$ cat src/rtl/mmsg_pkg.sv
// Shared types and constants for the memory map store checker.
// Assumes byte-wide data RAM and 4-bit map entries packed two per byte.
package mmsg_pkg;

    localparam int          OWN_W     = 3;
    localparam logic [2:0]  KERNEL_ID = 3'd7;

    typedef struct packed {
        logic             seg_start;
        logic [OWN_W-1:0] owner;
    } map_entry_t;

    typedef enum logic [1:0] {
        CK_IDLE = 2'd0,
        CK_CMP  = 2'd1,
        CK_FIN  = 2'd2
    } chk_state_e;

    // Select the entry of a map byte: hi=1 picks the odd block's nibble.
    function automatic map_entry_t pick_entry(input logic [7:0] mbyte, input logic hi);
        return hi ? map_entry_t'(mbyte[7:4]) : map_entry_t'(mbyte[3:0]);
    endfunction

endpackage

$ cat src/rtl/mmsg_cfg_regs.sv
// Byte-addressed configuration bank: map base, protected window, stack
// bound (each AW bits, little-endian bytes) and the running domain ID.
// Assumes wr_en arrives only when the controller is idle.
module mmsg_cfg_regs
    import mmsg_pkg::*;
#(
    parameter int             AW        = 16,
    parameter logic [AW-1:0]  MAP_RST   = '0,
    parameter logic [AW-1:0]  PBASE_RST = '0,
    parameter logic [AW-1:0]  PEND_RST  = '0,
    parameter logic [AW-1:0]  STK_RST   = '1,
    localparam int            BPR       = (AW + 7) / 8,
    localparam int            NUM       = 4 * BPR + 1,
    localparam int            OFF_W     = $clog2(NUM)
) (
    input  logic              clk,
    input  logic              rst_n,
    input  logic              wr_en,
    input  logic [OFF_W-1:0]  wr_off,
    input  logic [7:0]        wr_data,
    output logic              wr_reject,
    output logic [AW-1:0]     map_base,
    output logic [AW-1:0]     prot_base,
    output logic [AW-1:0]     prot_end,
    output logic [AW-1:0]     stack_bound,
    output logic [2:0]        dom_id
);

    localparam int RW = BPR * 8;
    localparam logic [4*RW-1:0] RST_PACK = {RW'(STK_RST), RW'(PEND_RST),
                                            RW'(PBASE_RST), RW'(MAP_RST)};

    logic [7:0]    cfg_q [NUM];
    logic [RW-1:0] reg_full [4];
    logic          kernel;

    assign kernel    = (cfg_q[NUM-1][2:0] == KERNEL_ID);
    assign wr_reject = wr_en && !kernel;

    // Register bank update: reset values, then kernel-only byte writes.
    always_ff @(posedge clk) begin
        if (!rst_n) begin
            for (int i = 0; i < NUM - 1; i++) cfg_q[i] <= RST_PACK[i*8 +: 8];
            cfg_q[NUM-1] <= {5'd0, KERNEL_ID};
        end else if (wr_en && kernel && (int'(wr_off) < NUM)) begin
            cfg_q[wr_off] <= wr_data;
        end
    end

    // Gather byte lanes into full-width registers.
    always_comb begin
        for (int r = 0; r < 4; r++)
            for (int b = 0; b < BPR; b++)
                reg_full[r][b*8 +: 8] = cfg_q[r*BPR + b];
    end

    assign map_base    = reg_full[0][AW-1:0];
    assign prot_base   = reg_full[1][AW-1:0];
    assign prot_end    = reg_full[2][AW-1:0];
    assign stack_bound = reg_full[3][AW-1:0];
    assign dom_id      = cfg_q[NUM-1][2:0];

endmodule

$ cat src/rtl/mmsg_classify.sv
// Combinational store classifier: config hit, protected-window lookup
// need, stack bound violation, map byte address and nibble select.
// Assumes prot_base is 16-byte aligned so map bytes cover whole pairs.
module mmsg_classify
    import mmsg_pkg::*;
#(
    parameter int             AW       = 16,
    parameter logic [AW-1:0]  CFG_BASE = '1,
    localparam int            BPR      = (AW + 7) / 8,
    localparam int            NUM      = 4 * BPR + 1,
    localparam int            OFF_W    = $clog2(NUM)
) (
    input  logic [AW-1:0]     st_addr,
    input  logic [AW-1:0]     map_base,
    input  logic [AW-1:0]     prot_base,
    input  logic [AW-1:0]     prot_end,
    input  logic [AW-1:0]     stack_bound,
    input  logic [2:0]        dom_id,
    output logic              is_cfg,
    output logic [OFF_W-1:0]  cfg_off,
    output logic              needs_lookup,
    output logic              stack_bad,
    output logic [AW-1:0]     map_addr,
    output logic              nib_hi
);

    logic [AW-1:0] cfg_rel;
    logic [AW-1:0] prot_rel;
    logic          kernel;
    logic          in_prot;

    // Decode config window and protected window membership.
    always_comb begin
        cfg_rel      = st_addr - CFG_BASE;
        is_cfg       = (st_addr >= CFG_BASE) && (cfg_rel < AW'(NUM));
        cfg_off      = cfg_rel[OFF_W-1:0];
        kernel       = (dom_id == KERNEL_ID);
        in_prot      = (st_addr >= prot_base) && (st_addr < prot_end);
        prot_rel     = st_addr - prot_base;
        map_addr     = map_base + (prot_rel >> 4);
        nib_hi       = prot_rel[3];
        needs_lookup = !kernel && in_prot;
        stack_bad    = !kernel && !in_prot && (st_addr >= prot_end)
                       && (st_addr >= stack_bound);
    end

endmodule

$ cat src/rtl/mmsg_ctrl.sv
// Store check sequencer and RAM port multiplexer. Idle: RAM follows the
// CPU. A checked store takes three cycles: map read (stall), compare
// (stall), then commit or fault. Assumes a RAM with one-cycle read latency.
module mmsg_ctrl
    import mmsg_pkg::*;
#(
    parameter int AW = 16
) (
    input  logic          clk,
    input  logic          rst_n,
    input  logic [AW-1:0] cpu_addr,
    input  logic          st_valid,
    input  logic [AW-1:0] st_addr,
    input  logic [7:0]    st_data,
    input  logic          is_cfg,
    input  logic          needs_lookup,
    input  logic          stack_bad,
    input  logic [AW-1:0] map_addr,
    input  logic          nib_hi,
    input  logic [2:0]    dom_id,
    input  logic          cfg_reject,
    input  logic [7:0]    ram_rdata,
    output logic          cfg_wr_en,
    output logic [AW-1:0] ram_addr,
    output logic          ram_we,
    output logic [7:0]    ram_wdata,
    output logic          cpu_stall,
    output logic          fault
);

    chk_state_e    state_q, state_d;
    logic [AW-1:0] addr_q;
    logic [AW-1:0] maddr_q;
    logic [7:0]    data_q;
    logic          hi_q;
    logic          ok_q;
    logic          start;
    logic          ok_d;
    map_entry_t    entry;

    assign start     = (state_q == CK_IDLE) && st_valid;
    assign cfg_wr_en = start && is_cfg;
    assign entry     = pick_entry(ram_rdata, hi_q);
    assign ok_d      = (entry.owner == dom_id);

    // Next state and RAM port steering.
    always_comb begin
        state_d   = state_q;
        ram_addr  = cpu_addr;
        ram_we    = 1'b0;
        ram_wdata = st_data;
        cpu_stall = 1'b0;
        fault     = 1'b0;
        unique case (state_q)
            CK_IDLE: begin
                if (start && is_cfg) begin
                    fault = cfg_reject;
                end else if (start && needs_lookup) begin
                    ram_addr  = map_addr;
                    cpu_stall = 1'b1;
                    state_d   = CK_CMP;
                end else if (start && stack_bad) begin
                    fault = 1'b1;
                end else if (start) begin
                    ram_addr = st_addr;
                    ram_we   = 1'b1;
                end
            end
            CK_CMP: begin
                ram_addr  = maddr_q;
                cpu_stall = 1'b1;
                state_d   = CK_FIN;
            end
            CK_FIN: begin
                if (ok_q) begin
                    ram_addr  = addr_q;
                    ram_we    = 1'b1;
                    ram_wdata = data_q;
                end else begin
                    fault = 1'b1;
                end
                state_d = CK_IDLE;
            end
            default: state_d = CK_IDLE;
        endcase
    end

    // State register and latched store operands.
    always_ff @(posedge clk) begin
        if (!rst_n) begin
            state_q <= CK_IDLE;
            addr_q  <= '0;
            maddr_q <= '0;
            data_q  <= '0;
            hi_q    <= 1'b0;
            ok_q    <= 1'b0;
        end else begin
            state_q <= state_d;
            if (start && needs_lookup && !is_cfg) begin
                addr_q  <= st_addr;
                maddr_q <= map_addr;
                data_q  <= st_data;
                hi_q    <= nib_hi;
            end
            if (state_q == CK_CMP) ok_q <= ok_d;
        end
    end

endmodule

$ cat src/rtl/mmap_store_guard.sv
// Top of the memory map store checker. Classifies each store, consults the
// ownership map in data RAM when needed and commits or refuses the write.
// Assumes the CPU holds off new stores while cpu_stall is high.
module mmap_store_guard
    import mmsg_pkg::*;
#(
    parameter int             AW        = 16,
    parameter logic [AW-1:0]  CFG_BASE  = 16'hFF00,
    parameter logic [AW-1:0]  MAP_RST   = '0,
    parameter logic [AW-1:0]  PBASE_RST = '0,
    parameter logic [AW-1:0]  PEND_RST  = '0,
    parameter logic [AW-1:0]  STK_RST   = '1
) (
    input  logic          clk,
    input  logic          rst_n,
    input  logic [AW-1:0] cpu_addr,
    input  logic          st_valid,
    input  logic [AW-1:0] st_addr,
    input  logic [7:0]    st_data,
    input  logic [7:0]    ram_rdata,
    output logic [AW-1:0] ram_addr,
    output logic          ram_we,
    output logic [7:0]    ram_wdata,
    output logic          cpu_stall,
    output logic          fault
);

    localparam int BPR   = (AW + 7) / 8;
    localparam int NUM   = 4 * BPR + 1;
    localparam int OFF_W = $clog2(NUM);

    logic [AW-1:0]    map_base, prot_base, prot_end, stack_bound, map_addr;
    logic [2:0]       dom_id;
    logic [OFF_W-1:0] cfg_off;
    logic             is_cfg, needs_lookup, stack_bad, nib_hi;
    logic             cfg_wr_en, cfg_reject;

    mmsg_cfg_regs #(
        .AW(AW), .MAP_RST(MAP_RST), .PBASE_RST(PBASE_RST),
        .PEND_RST(PEND_RST), .STK_RST(STK_RST)
    ) u_cfg (
        .clk(clk), .rst_n(rst_n), .wr_en(cfg_wr_en), .wr_off(cfg_off),
        .wr_data(st_data), .wr_reject(cfg_reject), .map_base(map_base),
        .prot_base(prot_base), .prot_end(prot_end),
        .stack_bound(stack_bound), .dom_id(dom_id)
    );

    mmsg_classify #(.AW(AW), .CFG_BASE(CFG_BASE)) u_cls (
        .st_addr(st_addr), .map_base(map_base), .prot_base(prot_base),
        .prot_end(prot_end), .stack_bound(stack_bound), .dom_id(dom_id),
        .is_cfg(is_cfg), .cfg_off(cfg_off), .needs_lookup(needs_lookup),
        .stack_bad(stack_bad), .map_addr(map_addr), .nib_hi(nib_hi)
    );

    mmsg_ctrl #(.AW(AW)) u_ctl (
        .clk(clk), .rst_n(rst_n), .cpu_addr(cpu_addr), .st_valid(st_valid),
        .st_addr(st_addr), .st_data(st_data), .is_cfg(is_cfg),
        .needs_lookup(needs_lookup), .stack_bad(stack_bad),
        .map_addr(map_addr), .nib_hi(nib_hi), .dom_id(dom_id),
        .cfg_reject(cfg_reject), .ram_rdata(ram_rdata),
        .cfg_wr_en(cfg_wr_en), .ram_addr(ram_addr), .ram_we(ram_we),
        .ram_wdata(ram_wdata), .cpu_stall(cpu_stall), .fault(fault)
    );

endmodule

$ cat config.mk
export PLATFORM = sky130hd
export DESIGN_NAME = mmap_store_guard
export DESIGN_NICKNAME = d
export VERILOG_FILES = /design/src/rtl/mmsg_pkg.sv /design/src/rtl/mmsg_cfg_regs.sv /design/src/rtl/mmsg_classify.sv /design/src/rtl/mmsg_ctrl.sv /design/src/rtl/mmap_store_guard.sv
export SDC_FILE = /design/constraint.sdc
export NUM_CORES = 1
export LEC_CHECK = 0
export ABC_AREA = 1
export BUFFER_PORTS_ARGS = -buffer_cell sky130_fd_sc_hd__buf_2
export CORE_ASPECT_RATIO = 1.2
export CORE_MARGIN = 5
export CORE_UTILIZATION = 50
export DETAILED_ROUTE_END_ITERATION = 8
export PLACE_DENSITY = 0.69
export SLEW_MARGIN = 20
export SYNTH_ARGS = -nofsm -noshare
export SYNTH_HDL_FRONTEND = slang
export SYNTH_SLANG_ARGS = --single-unit
$ cat constraint.sdc
create_clock -name clk -period 4.85 [get_ports clk]
set_input_delay 0.2425 -clock clk [delete_from_list [all_inputs] [get_ports clk]]
set_output_delay 0.2425 -clock clk [all_outputs]
set_load 0.1 [all_outputs]
==> reports/metrics.cfg, run 1 <==
[cts]
clk_latency_ps=360
post_cts_resized=0
clk_transition_reported_paths_ps=80
post-cts-setup-buffers=0
cts_tree=done
clk_path_buf_depth=2
cts_root_buf=clkbuf_16
numClockSinks=111
htree_levels=3
cts_inserted_buffers=9
holdBufCountCts=0

[sta]
skew_ps=9.65
period_share_pct=92.7
max_slew.worst_pin.slew_ps=1070
hold_viol=0
rsz0062_at_grt=false
fmaxAchievable_mhz=222
setup_violations=0
slew_viol_final=0
slew_headroom_pct=28.5
min_period_ps=4490
final.setup.tns_ps=0

[cells_and_area]
regArea_um2=2890
num_antenna_cells=0
fin_nets=1132
final_common_cell=nand2_1
drive_gt1_share_pct=12.2
area_growth_pct=11.1
final_cells=1227
finalInstanceArea_um2=8290
final_cell_mix=nand2_1 (178), nor2_1 (134), inv_1 (120)
multi_input_area_um2=3920
fill_cells=1454

[floorplanning]
core_um2=14800
start_util_pct=50.3
die_w_um=122
num_rows=49
die_height_um=144
io_pins=78
dieArea_um2=17500

[job]
maxCapViolations=0

[synth]
synth.distinct_cells=42
synth_area_um2=7460
synth_warnings=0
yosys_most_used_dff=edfxtp_1
synthCells=959
synth_seq_area_share_pct=38.8
avgSynthCellArea_um2=7.78
syn_nets=1073
yosys-top-cells-area=edfxtp_1 (27%), dfxtp_1 (12%), ha_1 (10%), nand2_1 (9.0%), nor2_1 (6.7%)
yosys.area.top_type_share_pct=27.0
ys_seq_elements=111
synth_top_area_cell=edfxtp_1
synth_edf_count=67
synthArstFlopShare_pct=0

[power]
p_sw_share_pct=32.5
cellPowerDensity_nw_per_um2=291
leakagePower_nw=3.82
power_frac_comb_pct=23.5
internal-power_mw=1.63
switchingPower_mw=0.783
worst_ir_drop_vdd_uv=142
power.clock.fraction_pct=34.5
p_seq_share_pct=42.1

[drt]
via_per_inst=5.35
wirelength_um=20400
wl_per_cell_um=16.6
drc=0
drt_first_pass_iters=5
initialDrtViolationCount=592
vias=6564
postRouteAntennaNets=0

[grt]
antenna_found_initial=0
grt_max_degree=50
gr-total-overflow=0
grt_first_pass_wirelength_um=32200
track_usage_pct=23.9
grt_pass1_vias=6292

[setup_path]
worstPathArrival_ps=4250
crit_path_max_incr_delay_ps=340
slowest_stage=edfxtp_1
startpoint=u_cfg.cfg_q[2][3]
crit_required_ps=4610
cp_cell_sequence=inv_1 > ha_1 > nand2_1 > inv_1 > nand2_1 > nand2_1 > nand2_1 > o21ai_0 > a21oi_1 > o21ai_1 > a21oi_1 > xnor2_1 > ha_1 > nand2_1 > nand2_1 > o21bai_1 > a21o_1 > a21oi_1 > xnor2_1 > nor2_1 > nor2_1 > nand2_1 > nand3_1 > clkbuf_4
critical_path_class=register to output pin
r2r_start=u_cfg.cfg_q[2][3]
worst-path-max-fanout=3
critPathLaunchType=register
cpMostUsedCell=nand2_1
crit_path_end_kind=output pin

[hold_path]
hp-class=input port to register
min-delay-start=st_addr[3]

[placed_design]
placed_cells=1211
place_congestion=0.923
placement.io_buffers=75
placed_area_um2=7950
hpwl_um=14800

[outcome]
status=complete, no violations

-- per-stage QoR --
step	total power [mW]	worst slack (ps)	hold slack [ps]	util, %
floorplan	1.44	896	391	-
global placement	1.59	511	454	53.6
detailed placement	1.60	446	456	53.6
CTS	2.42	155	256	55.8
global route	2.51	4.67	283	55.9
finish	2.41	355	258	55.9
-- cell usage after synthesis, drive strengths merged (2+ instances only) --
cell    number
a211oi       7
o21a         4
mux2i        2
clkinv       7
nand4       13
nor3        15
o21ai       66
xor2        15
clkbuf      17
a22o         9
a21oi       56
buf         13
dfxtp       44
xnor2       12
edfxtp      67
and3         2
ha          62
nor2       147
a221oi       3
nand3       78
inv        124
a21o         4
nand2      181
o21bai       3
nor4         2
a31oi        2
-- area by class of cell --
cell class,count,area share (%)
Clock buffer,10,2.76
Clock inverter,6,1.21
Inverter,131,5.93
Multi-Input combinational cell,687,47.2
Sequential cell,111,34.9
Tap cell,204,3.08
Timing Repair Buffer,78,4.89
-- cells by family (layout without fill, tap and decap cells) --
family | Yosys count | count (layout) | synth area share (%)
XOR/XNOR | 27 | 27 | 3.17
buffers and inverters | 161 | 225 | 8.77
AO/OA/AOI/OAI | 155 | 155 | 11.7
adder cells (fa/ha/maj) | 63 | 63 | 10.7
AND/OR/NAND/NOR | 440 | 440 | 26.7
flip-flops | 111 | 111 | 38.8
multiplexers | 2 | 2 | 0.268
-- worst max-delay path, delay by kind of cell, from the launching register on --
kind / cells / cell delay, ps
compound gates: 7 / 1270
xor+xnor: 2 / 420
fa+ha+maj: 2 / 620
buf+inv: 3 / 430
flops: 1 / 340
simple gates: 10 / 800
-- path summary, 6_finish.rpt --
kind	endpoint	slack [ps]	cells past startpoint
worst max-delay path	ram_addr[10]	360	24
worst min-delay path	u_ctl.addr_q[3]	260	3
worst max register to register	u_ctl.maddr_q[10]	1230	21
worst min register to register	u_ctl.maddr_q[11]	460	2
-- routing by layer --
| metal | wire, um | vias to the layer above | GRT usage (%) |
|---|---|---|---|
| met5 | 0 | - | 0 |
| met1 | 8510 | 3006 | 28.9 |
| met4 | 784 | 0 | 12.3 |
| li1 | - | 3294 | - |
| met2 | 9750 | 222 | 41.4 |
| met3 | 1370 | 42 | 3.50 |
-- registers in the layout, summed over array words and instances, names as in the netlist --
signal	count
u_ctl.maddr_q	16
u_ctl.state_q	2
u_ctl.data_q	8
u_ctl.addr_q	16
u_cfg.cfg_q	67
u_ctl.hi_q	1
u_ctl.ok_q	1
-- power groups by stage --
stage / Combinational (mW) / Clock [mW] / Sequential, mW
3_5_place_dp: 0.561 / 0 / 1.04
4_1_cts: 0.564 / 0.838 / 1.01
5_1_grt: 0.615 / 0.877 / 1.02
3_3_place_gp: 0.558 / 0 / 1.04
6_report: 0.566 / 0.831 / 1.01
2_1_floorplan: 0.407 / 0 / 1.03
Note: power is estimated with default switching activity, not from simulation.
==> run 2, diff against run 1 <==
--- a/config.mk
+++ b/config.mk
@@ -5,7 +5,6 @@
 export SDC_FILE = /design/constraint.sdc
 export NUM_CORES = 1
 export LEC_CHECK = 0
-export ABC_AREA = 1
 export BUFFER_PORTS_ARGS = -buffer_cell sky130_fd_sc_hd__buf_2
 export CORE_ASPECT_RATIO = 1.2
 export CORE_MARGIN = 5
==> run 2 against run 1 <==
  * Hold slack got worse by 29 ps
  * Power barely moved
  * Register-to-register slack got worse by 240 ps
  * Final area rose by 6.0%
  * Utilization rose by 2.6 points
  * Clock power fell by 0.5%
  * Critical path depth fell by 8
  * Non-clock buffer count rose by 18
  * Synthesized area rose by 2.5%
  * Global-route usage rose by 1.1 points
  * Critical endpoint is now ram_addr[15]
  * Highest routed layer unchanged
==> reports/metrics.cfg, run 2 <==
[sta]
setup_violations=0  ; unchanged
fmaxAchievable_mhz=216  ; -3.0%
skew_ps=10.8  ; +1.18 ps
final.setup.tns_ps=0  ; unchanged
hold_viol=0  ; unchanged
rsz0062_at_grt=true
max_slew.worst_pin.slew_ps=884  ; -186 ps
slew_headroom_pct=41.0  ; +12 points
min_period_ps=4640  ; +141 ps
final.setup.worst_slack_ps=214  ; -141 ps
period_share_pct=95.6  ; +2.9 points
slew_viol_final=0  ; unchanged

[cells_and_area]
regArea_um2=2890  ; unchanged
final_common_cell=nand2_1
num_antenna_cells=0  ; unchanged
drive_gt1_share_pct=17.4  ; +5.2 points
top_register=u_cfg.cfg_q
multi_input_area_um2=4430  ; +13%
area_growth_pct=14.9
largest_reg_flops=67  ; unchanged
top_regs=u_cfg.cfg_q (67), u_ctl.addr_q (16), u_ctl.maddr_q (16)
fin_util_pct=58.5  ; +2.6 points
final_cell_mix=nand2_1 (101), a21oi_1 (99), buf_2 (69)
fill_cells=1369  ; -5.8%
fin_nets=1046  ; -7.6%

[floorplanning]
die_height_um=145  ; +1.1%
core_um2=15000  ; +1.2%
io_pins=78  ; unchanged
die_w_um=123  ; +1.1%
dieArea_um2=17900  ; +2.3%
start_util_pct=50.9  ; +0.61 points
num_rows=49  ; unchanged

[hold_path]
hp-class=input port to register

[job]
maxCapViolations=0  ; unchanged

[synth]
synth_area_um2=7650  ; +2.5%
yosys.area.top_type_share_pct=26.3  ; -0.65 points
synth-simple-area-share_pct=21.8  ; -4.9 points
ys_seq_elements=111  ; unchanged
synth_seq_area_share_pct=37.8  ; -0.93 points
yosys_most_used_dff=edfxtp_1
yosys.area_share.xor_xnor_pct=2.52  ; -0.65 points
syn_nets=977  ; -8.9%
synth_top_area_cell=edfxtp_1
yosys-top-cells-area=edfxtp_1 (26%), dfxtp_1 (12%), ha_1 (10%), a21oi_1 (6.6%), nand2_1 (5.0%)
synthCells=863  ; -10%
synth.distinct_cells=67  ; +60%
synth_warnings=0  ; unchanged
yosys.area_share.adder_pct=10.4  ; -0.26 points
synth_edf_count=67  ; unchanged
synth_common_cells=a21oi_1 (101), nand2_1 (101), edfxtp_1 (67), inv_1 (67), ha_1 (62)
synth_compound_area_share_pct=18.0  ; +6.3 points
synthArstFlopShare_pct=0  ; unchanged
synth_top_family_by_area=simple AND/OR/NAND/NOR gates
yosys-mux-area-fraction_pct=3.93  ; +3.7 points
avgSynthCellArea_um2=8.86  ; +14%

[setup_path]
worstPathArrival_ps=4390  ; +140 ps
cp_num_cells=16  ; -33%
cp_cell_sequence=inv_1 > ha_1 > nor2b_1 > o31a_1 > o21ba_2 > or2_2 > xor2_1 > ha_1 > a21oi_1 > o211ai_1 > o31ai_2 > a31oi_2 > a311oi_1 > nor3_1 > o31ai_2 > buf_12
crit_path_max_incr_delay_ps=370  ; +30 ps
startpoint=u_cfg.cfg_q[2][1]
crit_path_end_kind=output pin
r2r_start=u_cfg.cfg_q[2][1]
critPathLaunchType=register
critPathTopFamily=compound AO/OA/AOI/OAI gates
slowest_stage=edfxtp_1
endpoint=ram_addr[15]
ff2ff_path_depth=15  ; -29%
crit_required_ps=4610  ; about the same
worst-path-max-fanout=5  ; +2
r2r_end=u_ctl.maddr_q[15]
crit_buf_inv=2  ; -1
critical_path_class=register to output pin
rrSetupSlack_ps=990  ; -240 ps

[grt]
grt_first_pass_wirelength_um=34500  ; +7.4%
antenna_found_initial=0  ; unchanged
track_usage_pct=25.1  ; +1.1 points
gr-total-overflow=0  ; unchanged
grt_pass1_vias=6468  ; +2.8%
grt_max_degree=25  ; -50%

[drt]
vias=6667  ; +1.6%
wl_per_cell_um=19.5  ; +17%
via_per_inst=5.84  ; +9.2%
initialDrtViolationCount=488  ; -18%
drc=0  ; unchanged
drt_first_pass_iters=5  ; unchanged
postRouteAntennaNets=0  ; unchanged
wirelength_um=22300  ; +9.2%

[placed_design]
hpwl_um=16000  ; +8.2%
pre_cts_slack_ps=432  ; -14.1 ps
place_congestion=0.880  ; -4.6%
placement.io_buffers=75  ; unchanged

[cts]
cts_tree=done
holdBufCountCts=0  ; unchanged
cts_root_buf=clkbuf_16
clk_transition_reported_paths_ps=70  ; about the same
htree_levels=3  ; unchanged
numClockSinks=111  ; unchanged
clk_path_buf_depth=2  ; unchanged
clk_latency_ps=360  ; about the same
cts_inserted_buffers=9  ; unchanged

[power]
worst_ir_drop_vdd_uv=186  ; +31%
p_sw_share_pct=30.8  ; -1.7 points
power_frac_comb_pct=23.7  ; +0.2 points
p_seq_share_pct=42.0  ; about the same
switchingPower_mw=0.744  ; -5.1%
leakagePower_nw=3.56  ; -6.8%
cellPowerDensity_nw_per_um2=275  ; -5.5%
internal-power_mw=1.67  ; +2.6%
power.clock.fraction_pct=34.3  ; -0.2 points

[outcome]
status=complete, no violations

==> run 2: cells by family after synthesis <==
family,count (synthesis)
buffers and inverters,106
XOR/XNOR,22
AND/OR/NAND/NOR,317
flip-flops,111
adder cells (fa/ha/maj),63
multiplexers,29
AO/OA/AOI/OAI,215
==> run 2: cell type report <==
class | instances | share of cell area [%]
inverters | 68 | 2.91
repair buffers | 96 | 7.09
multi-input cells | 646 | 50.4
flip-flops and latches | 111 | 32.9
clock inverters | 6 | 1.05
well taps | 204 | 2.91
clock buffers | 10 | 2.72
==> run 2: stage by stage <==
stage	instances	total power [mW]	hold slack, ps	cell area, um2
2_1_floorplan	863	1.42	378	7720
3_3_place_gp	1124	1.58	441	8410
3_5_place_dp	1124	1.59	447	8410
4_1_cts	1140	2.41	219	8740
5_1_grt	1141	2.50	248	8780
6_report	1141	2.41	229	8780
==> run 2: worst min-delay path by stage <==
stage | from | to | slack [ps] | depth (start not counted)
2_1_floorplan | st_data[3] | u_ctl.data_q[3] | 380 | 2
3_3_place_gp | u_ctl.data_q[6] | u_ctl.data_q[6] | 440 | 2
3_5_place_dp | u_ctl.maddr_q[6] | u_ctl.maddr_q[6] | 450 | 2
4_1_cts | st_addr[0] | u_ctl.addr_q[0] | 220 | 3
5_1_grt | st_addr[0] | u_ctl.addr_q[0] | 250 | 3
6_report | st_addr[9] | u_ctl.addr_q[9] | 230 | 3
==> run 2: power by group through the flow <==
stage          Clock, mW  Combinational, mW  Sequential (mW)
2_1_floorplan          0              0.387             1.03
3_3_place_gp           0              0.549             1.04
3_5_place_dp           0              0.554             1.04
4_1_cts            0.833              0.558             1.01
5_1_grt            0.867              0.616             1.02
6_report           0.827              0.572             1.01
==> run 2: metal layers <==
layer	vias up	track usage, %	wire (um)
met2	230	42.6	10900
met5	-	0	0
li1	3220	-	-
met1	3153	30.6	9110
met4	0	13.5	1080
met3	64	2.99	1170
==> run 2: timing repair <==
action | in CTS | in global routing
endpoints found under the setup margin | 0 | 7
buffers inserted | 0 | 1
hold endpoints to repair | 0 | 0
resized for setup | 0 | 10
==> run 2: tightest hold or removal path: stages <==
cell,delay [ps]
buf_2,160
nand2_1,70
a21oi_1,50
==> run 3, diff against run 2 <==
==> constraint.sdc (replaced) <==
create_clock -name clk -period 5.62 [get_ports clk]
set_input_delay 0.281 -clock clk [delete_from_list [all_inputs] [get_ports clk]]
set_output_delay 0.281 -clock clk [all_outputs]
set_load 0.1 [all_outputs]
==> run 3 against run 2 <==
  * Critical path depth grew 2
  * Flip-flop and latch count unchanged
  * Critical path type unchanged
  * Non-clock buffer count fell by 13
==> reports/metrics.cfg, run 3 (synthesis gave the netlist of run 2 again) <==
[setup_path]
r2r_start=u_cfg.cfg_q[2][1]
critical_path_class=register to output pin
slowest_stage=buf_2
cpMostUsedCell=ha_1
worst-path-max-fanout=5  ; unchanged
critPathLaunchType=register
crit_buf_inv=2  ; unchanged
cp_cell_sequence=inv_1 > ha_1 > nor2b_1 > o31a_1 > o21ai_0 > nand2b_1 > a21o_1 > a21oi_1 > xnor2_1 > ha_1 > nand3_1 > o211ai_1 > o31ai_1 > a31oi_1 > a311oi_1 > nor3_1 > o31ai_2 > buf_2
r2r_end=u_ctl.maddr_q[15]
worstPathArrival_ps=4770  ; +380 ps
crit_path_end_kind=output pin
rrSetupSlack_ps=1550  ; +560 ps
crit_path_max_incr_delay_ps=470  ; +100 ps
crit_required_ps=5340  ; +730 ps
critPathTopFamily=compound AO/OA/AOI/OAI gates
startpoint=u_cfg.cfg_q[2][1]
ff2ff_path_depth=17  ; +2

[sta]
skew_ps=11.8  ; +1.00 ps
slew_viol_final=0  ; unchanged
max_slew.worst_pin.slew_ps=929  ; +44.3 ps
min_period_ps=5050
final.setup.worst_slack_ps=568  ; +354 ps
slew_headroom_pct=38.0  ; -3.0 points
final.setup.tns_ps=0  ; unchanged
setup_violations=0  ; unchanged
fmaxAchievable_mhz=198
hold_viol=0  ; unchanged
period_share_pct=89.9
rsz0062_at_grt=false

[drt]
wl_per_cell_um=18.8  ; -3.6%
via_per_inst=5.84  ; about the same
drc=0  ; unchanged
drt_first_pass_iters=5  ; unchanged
initialDrtViolationCount=636  ; +30%
vias=6588  ; -1.2%
postRouteAntennaNets=0  ; unchanged
wirelength_um=21200  ; -4.7%

[outcome]
status=complete, no violations

[floorplanning]
num_rows=49  ; unchanged
die_height_um=145  ; unchanged
dieArea_um2=17900  ; unchanged
io_pins=78  ; unchanged
die_w_um=123  ; unchanged
core_um2=15000  ; unchanged
start_util_pct=50.9  ; unchanged

[grt]
gr-total-overflow=0  ; unchanged
antenna_found_initial=0  ; unchanged
track_usage_pct=24.6  ; -0.44 points
grt_pass1_vias=6517  ; +0.76%
grt_max_degree=41  ; +64%
grt_first_pass_wirelength_um=34200  ; -0.94%

[placed_design]
place_congestion=0.923  ; +4.8%
hpwl_um=15300  ; -4.1%
placement.io_buffers=75  ; unchanged
pre_cts_slack_ps=720  ; +288 ps
placed_area_um2=8190  ; -2.6%

[cells_and_area]
final_cell_mix=a21oi_1 (101), nand2_1 (101), buf_2 (75)
top_register=u_cfg.cfg_q
largest_reg_flops=67  ; unchanged
finalInstanceArea_um2=8470  ; -3.6%
fin_nets=1033  ; -1.2%
regArea_um2=2890  ; unchanged
area_growth_pct=10.8
drive_gt1_share_pct=15.2  ; -2.2 points
multi_input_area_um2=4350  ; -1.7%
fill_cells=1354  ; -1.1%
top_regs=u_cfg.cfg_q (67), u_ctl.addr_q (16), u_ctl.maddr_q (16)
num_antenna_cells=0  ; unchanged

[cts]
cts_root_buf=clkbuf_16
cts_tree=done
post_cts_resized=0  ; unchanged
clk_transition_reported_paths_ps=80  ; about the same
post-cts-setup-buffers=0  ; unchanged
holdBufCountCts=0  ; unchanged
htree_levels=3  ; unchanged
cts_inserted_buffers=9  ; unchanged
clk_latency_ps=360  ; about the same
clk_path_buf_depth=2  ; unchanged
numClockSinks=111  ; unchanged

[power]
switchingPower_mw=0.636  ; -14%
internal-power_mw=1.32  ; -21%
power_mw=1.96  ; -19%
leakagePower_nw=3.42  ; -3.9%
p_seq_share_pct=44.7  ; +2.7 points
power_frac_comb_pct=23.5  ; -0.2 points
p_sw_share_pct=32.5  ; +1.7 points
power.clock.fraction_pct=31.8  ; -2.5 points
worst_ir_drop_vdd_uv=160  ; -14%
cellPowerDensity_nw_per_um2=231  ; -16%

[hold_path]
holdPathStages=3  ; unchanged
hp-class=input port to register
min-delay-start=st_addr[0]
hold_end=u_ctl.addr_q[0]

[job]
maxCapViolations=0  ; unchanged

-- run 3: cell types whose count changed in the layout (fill, tap and decap cells not counted), sizes merged --
cell	delta
buf	-12
clkinvlp	+1
bufinv	-2
inv	+2
clkinv	-1
bufbuf	-1
-- run 3: through the flow --
| step | util (%) | hold WS [ps] | cells |
|---|---|---|---|
| final | 56.4 | 242 | 1128 |
| after CTS | 56.4 | 227 | 1128 |
| after floorplan | - | 417 | 863 |
| after global placement | 54.5 | 443 | 1112 |
| after global routing | 56.4 | 246 | 1128 |
| after detailed placement | 54.5 | 446 | 1112 |
-- run 3: per-layer routing --
layer / part of all wire (%) / vias up / GRT usage [%] / routed length, um
li1: - / 3203 / - / -
met1: 40 / 3076 / 30.7 / 8490
met2: 48 / 259 / 41.1 / 10200
met3: 8.4 / 50 / 4.86 / 1790
met4: 3.7 / 0 / 10.4 / 791
met5: 0 / - / 0 / 0
-- run 3: worst max path at each step --
stage	endpoint	cells after the start	slack, ps
after floorplan	ram_addr[9]	17	30
after global placement	ram_addr[15]	18	760
after detailed placement	ram_addr[15]	18	720
after CTS	ram_addr[15]	18	520
after global routing	ram_addr[15]	18	130
final	ram_addr[15]	18	570
-- run 3: worst min-delay path, stage by stage --
cell and delay [ps]:
buf_2 160, nand2_1 70, a21oi_1 50
-- run 3: cell type report --
type	count	area share [%]
sequential	111	34.1
clock inverter	6	0.606
timing repair buffer	83	5.14
tap	204	3.01
clock buffer	10	2.70
inverter	68	3.01
multi-input combinational	646	51.4
-- run 3: power groups by stage --
stage | clock, mW | sequential (mW) | combinational [mW]
detailed placement | 0 | 0.894 | 0.456
floorplan | 0 | 0.892 | 0.330
global route | 0.673 | 0.877 | 0.501
global placement | 0 | 0.894 | 0.452
CTS | 0.634 | 0.875 | 0.459
finish | 0.621 | 0.875 | 0.460
